[config.mk]
export PLATFORM = sky130hd
export DESIGN_NAME = replay_tx_ctrl
export DESIGN_NICKNAME = d
export VERILOG_FILES = /design/src/rtl/replay_tx_ctrl.sv
export SDC_FILE = /design/constraint.sdc
export NUM_CORES = 1
export LEC_CHECK = 0
export BUFFER_PORTS_ARGS = -buffer_cell sky130_fd_sc_hd__buf_2
export CAP_MARGIN = 10
export CORE_MARGIN = 2
export CORE_UTILIZATION = 41
export CTS_CLUSTER_SIZE = 14
export DETAILED_ROUTE_END_ITERATION = 7
export SLEW_MARGIN = 20
export SYNTH_ARGS = -nofsm -noshare
export SYNTH_HDL_FRONTEND = slang
export SYNTH_SLANG_ARGS = --single-unit
[constraint.sdc]
create_clock -name clk -period 13.3 [get_ports clk]
set_input_delay 0 -clock clk [delete_from_list [all_inputs] [get_ports clk]]
set_output_delay 0 -clock clk [all_outputs]
set_load 0.05 [all_outputs]
[src/rtl/replay_tx_ctrl.sv]
module replay_tx_ctrl #(
  parameter int DW          = 16,
  parameter int DEPTH       = 8,
  parameter int SEQW        = 12,
  parameter int REPLAY_BASE = 64
) (
  input  logic            clk,
  input  logic            rst_n,
  input  logic            link_up,
  input  logic [1:0]      link_width,
  input  logic            in_valid,
  input  logic [DW-1:0]   in_data,
  output logic            in_ready,
  output logic            out_valid,
  output logic [DW-1:0]   out_data,
  output logic [SEQW-1:0] out_seq,
  input  logic            dl_valid,
  input  logic            dl_nak,
  input  logic [SEQW-1:0] dl_seq,
  output logic            retrain
);
  localparam int AW = $clog2(DEPTH);
  localparam int TW = $clog2(REPLAY_BASE + 1);
  localparam logic [SEQW-1:0] ONE = SEQW'(1);

  logic [DW-1:0]   mem [DEPTH];
  logic [SEQW-1:0] next_seq, ackd_seq, rp_seq;
  logic            replaying;
  logic [1:0]      replay_num;
  logic [TW-1:0]   timer;

  logic [SEQW-1:0] outstanding, dl_off, ackd_n, left_n, rp_off, rp_cur;
  logic [TW-1:0]   lim;
  logic [1:0]      num_base;
  logic            dl_ok, retire, timing, expire, trigger, roll, accept, send_rp;

  assign outstanding = next_seq - ackd_seq - ONE;
  assign dl_off      = dl_seq - ackd_seq;
  assign dl_ok       = dl_valid && (dl_off <= outstanding);
  assign retire      = dl_ok && (dl_off != '0);
  assign ackd_n      = retire ? dl_seq : ackd_seq;
  assign left_n      = next_seq - ackd_n - ONE;
  assign rp_off      = rp_seq - ackd_seq;
  assign rp_cur      = (retire && (dl_off >= rp_off)) ? dl_seq + ONE : rp_seq;

  assign lim     = TW'(REPLAY_BASE >> link_width);
  assign timing  = (outstanding != '0) && !replaying && !retrain;
  assign expire  = timing && !retire && (timer >= lim - TW'(1));
  assign trigger = ((dl_ok && dl_nak) || expire) && (left_n != '0) && !retrain;

  assign num_base = retire ? 2'd0 : replay_num;
  assign roll     = trigger && (num_base == 2'd3);

  assign in_ready = link_up && !replaying && !retrain && (outstanding < SEQW'(DEPTH));
  assign accept   = in_valid && in_ready;
  assign send_rp  = replaying && !trigger && (rp_cur != next_seq);

  always_ff @(posedge clk) begin
    if (accept) mem[next_seq[AW-1:0]] <= in_data;
  end

  always_ff @(posedge clk or negedge rst_n) begin
    if (!rst_n) begin
      next_seq   <= '0;
      ackd_seq   <= '1;
      rp_seq     <= '0;
      replaying  <= 1'b0;
      replay_num <= 2'd0;
      timer      <= '0;
      retrain    <= 1'b0;
      out_valid  <= 1'b0;
      out_data   <= '0;
      out_seq    <= '0;
    end else if (!link_up) begin
      next_seq   <= '0;
      ackd_seq   <= '1;
      rp_seq     <= '0;
      replaying  <= 1'b0;
      replay_num <= 2'd0;
      timer      <= '0;
      retrain    <= 1'b0;
      out_valid  <= 1'b0;
      out_data   <= '0;
      out_seq    <= '0;
    end else begin
      ackd_seq   <= ackd_n;
      replay_num <= (trigger && !roll) ? num_base + 2'd1 : num_base;
      if (accept) next_seq <= next_seq + ONE;
      if (roll) retrain <= 1'b1;

      if (roll) begin
        replaying <= 1'b0;
      end else if (trigger) begin
        replaying <= 1'b1;
        rp_seq    <= ackd_n + ONE;
      end else if (replaying) begin
        if (rp_cur == next_seq) replaying <= 1'b0;
        else                    rp_seq    <= rp_cur + ONE;
      end

      if (!timing || retire || trigger) timer <= '0;
      else                              timer <= timer + TW'(1);

      out_valid <= accept || send_rp;
      out_data  <= accept ? in_data  : mem[rp_cur[AW-1:0]];
      out_seq   <= accept ? next_seq : rp_cur;
    end
  end
endmodule

==> out/qor.txt <==
Synthesis Warnings: 0
Max_cap viols: 0
DP Wirelength: 24.97 mm
First-pass GRT wire length: 56.66 mm
Final WS setup: 3.315 ns
Power share of the clock group: 17.0%
Die Span Y: 179.0 µm
Share of cells above drive strength 1: 12.62%
Top fanout value on the critical path: 20
Total power: 3.675 mW
Outcome: complete, no violations
Setup violations, final: 0
Internal power: 1.914 mW
R2R cell count: 39
Starting Density: 41.35%
Clk slew on worst S/H paths: 0.06 ns
Post-CTS Resized: 0
DRT antenna net count: 0
Flop pwr share: 22.6%
Core Area: 0.03035 mm²
Hold Crit Class: input pin to flop
Fin cells: 1791
Crit path time final: 9.985 ns
Combinational share of power: 60.4%
Fillcell total: 2874
Worst VDD drop: 0.1596 mV
Flop-to-flop setup slack: 3.32 ns
Number of buffers created by CTS: 22
Worst EP required: 13.67 ns
Via/cell ratio: 5.764
Placed cells: 1728
Synth cell count leaders: nand2_1, edfxtp_1, nor2_1, a21oi_1, ha_1
Top cells by area, synth: edfxtp_1, dfrtp_1, ha_1
Hold Path End: ackd_seq[8]
Path type of the worst setup path: flop to flop
Ant diodes: 0
Yosys reg bits: 204
Vias in the first global route: 9948
Worst endpoint data arrival time: 10.35 ns
Worst path max stage delay: 0.67 ns
Place WS: 3.425 ns
RSZ-0062 raised after global routing: no
Ys flop type: edfxtp_1
Yosys cell types: 85
Routability Congestion: 0.9013
Hold Startpoint: dl_seq[8]
H-tree levels: 1
Synthesized Nets: 1421
Layout Utilization: 47.23%
DRT Wirelength: 37.00 mm
Number of synthesized flops with an enable pin: 128
CTS sink count: 204
Crit-path slowest cell: a221oi_1
Pwr Density: 256.4 mW/mm²
Total Neg Setup Slack: 0 ns
Synth Instances: 1310
Antenna violations before repair: 1
Final Skew: 0.02554 ns
Synth area leader: edfxtp_1
Post-CTS Setup Inserts: 0
R2r startpoint: ackd_seq[0]
CTS tree: done
Layout area overhead: 14.22%
Pin count of the biggest net entering global routing: 68
Post-synthesis cell area: 0.01255 mm²
Via Count: 10320
Die width: 179.0 µm
DR iter-0 viols: 807
Die footprint: 0.03203 mm²
Switching power total: 1.761 mW
Worst setup path startpoint: ackd_seq[0]
Setup crit start kind: flop
Drt pass-1 iters: 5
Slew HR: 28.09%
Final Max Tran Viols: 0
Clk Latency, worst-skew pair: 0.53 ns
WHS: 0.04798 ns
Final Cell Area: 0.01434 mm²
Top cell type's share of synthesized area: 30.63%
Critical Path Sink Type: flop
FFs w/ async S/R, synth: 37.25%
Leak Pwr: 5.856 nW
Hold_buf cts: 24
Port buffer count: 66
Worst Tran Pin Value: 1.077 ns
# nets final: 1492
Post-route DRC: 0
Top-count cell post-synth: nand2_1
Critical R2R Capture: rp_seq[8]
Period utilization: 75.07%
Most used cell, CP: ha_1
Core Rows: 64
Sw Ratio: 47.92%
Max frequency: 0.1002 GHz
GRT Total Usage: 23.33%
Endpoints failing hold: 0
Gr ovfl total: 0
Avg Cell Area, Syn: 9.581 µm²
Post-synthesis sequential area ratio: 45.90%
IO Count: 67
CTS Buffer Depth: 3
CTS root buffer: clkbuf_16
Placed Area: 0.01332 mm²
Average wire per cell in the routed design: 20.66 µm
Hold path cells: 3
flip-flops by register name (all words and copies together) (netlist names):
register,count
out_data,16
replaying,1
out_valid,1
timer,7
replay_num,2
next_seq,12
ackd_seq,12
out_seq,12
rp_seq,12
retrain,1
mem,128
worst max-delay path by stage:
stage / to / slack (ns) / depth (start not counted)
final: rp_seq[8] / 3.32 / 39
after global placement: rp_seq[8] / 3.75 / 39
after detailed placement: rp_seq[8] / 3.43 / 39
after CTS: rp_seq[8] / 3.40 / 39
after floorplan: rp_seq[10] / 4.50 / 40
after global routing: rp_seq[8] / 2.56 / 39
area by class of cell:
cell class | instances | area, µm² | area share [%]
inverters | 60 | 225.2 | 1.571
multi-input cells | 985 | 6395 | 44.61
clock buffers | 31 | 634.4 | 4.425
well taps | 396 | 495.5 | 3.456
repair buffers | 108 | 711.9 | 4.966
clock inverters | 7 | 112.6 | 0.7855
flip-flops and latches | 204 | 5761 | 40.19
per-layer routing:
metal	track usage, %	vias up	part of all wire, %
li1	-	4872	-
met1	31.42	5015	44
met2	38.54	354	46
met3	3.096	81	5.9
met4	8.333	2	3.9
met5	0	-	0.032
critical path: cells and delay by family, from the launching register on:
kind,cells,cell delay [ns]
compound gates,16,4.09
fa+ha+maj,7,2.27
simple gates,9,1.88
flops,1,0.56
buf+inv,4,0.47
xor+xnor,2,0.30
mux,1,0.25
power by group through the flow:
stage	registers (mW)	clock network, mW	logic [mW]
finish	0.830	0.624	2.22
global route	0.837	0.663	2.44
CTS	0.830	0.637	2.20
detailed placement	0.841	0	2.17
global placement	0.840	0	2.16
floorplan	0.927	0	1.50
logic make-up (layout without fill, tap and decap cells):
kind of cell	after synthesis	after routing	synth area share, %
buffers and inverters	121	206	3.708
AO/OA/AOI/OAI	282	282	15.82
multiplexers	16	16	1.406
XOR/XNOR	87	87	6.071
AND/OR/NAND/NOR	524	524	19.30
adder cells (fa/ha/maj)	76	76	7.796
flip-flops	204	204	45.90
cell usage in the layout, fill, tap and decap left out, types with 5 or more instances in the layout:
| master | count |
|---|---|
| nand3_1 | 61 |
| a221oi_2 | 6 |
| or2_2 | 5 |
| a31oi_1 | 23 |
| and3_1 | 24 |
| buf_4 | 18 |
| a311oi_1 | 18 |
| xnor2_1 | 62 |
| edfxtp_1 | 128 |
| nor4_1 | 7 |
| inv_1 | 58 |
| o21bai_1 | 7 |
| clkbuf_16 | 22 |
| nor2_2 | 6 |
| xor2_1 | 25 |
| o21ai_0 | 43 |
| buf_2 | 65 |
| nor2_1 | 100 |
| ha_1 | 71 |
| dfstp_2 | 12 |
| a21o_1 | 11 |
| clkbuf_8 | 5 |
| a21oi_1 | 72 |
| mux2i_1 | 11 |
| dfrtp_1 | 64 |
| nand4_1 | 11 |
| and2_1 | 8 |
| nor3_1 | 16 |
| a211o_1 | 5 |
| a211oi_1 | 24 |
| nand2b_1 | 15 |
| or3_1 | 7 |
| nor2b_1 | 11 |
| dlygate4sd3_1 | 24 |
| o21a_1 | 8 |
| nand2_1 | 227 |
(Power assumes the default switching activity.)
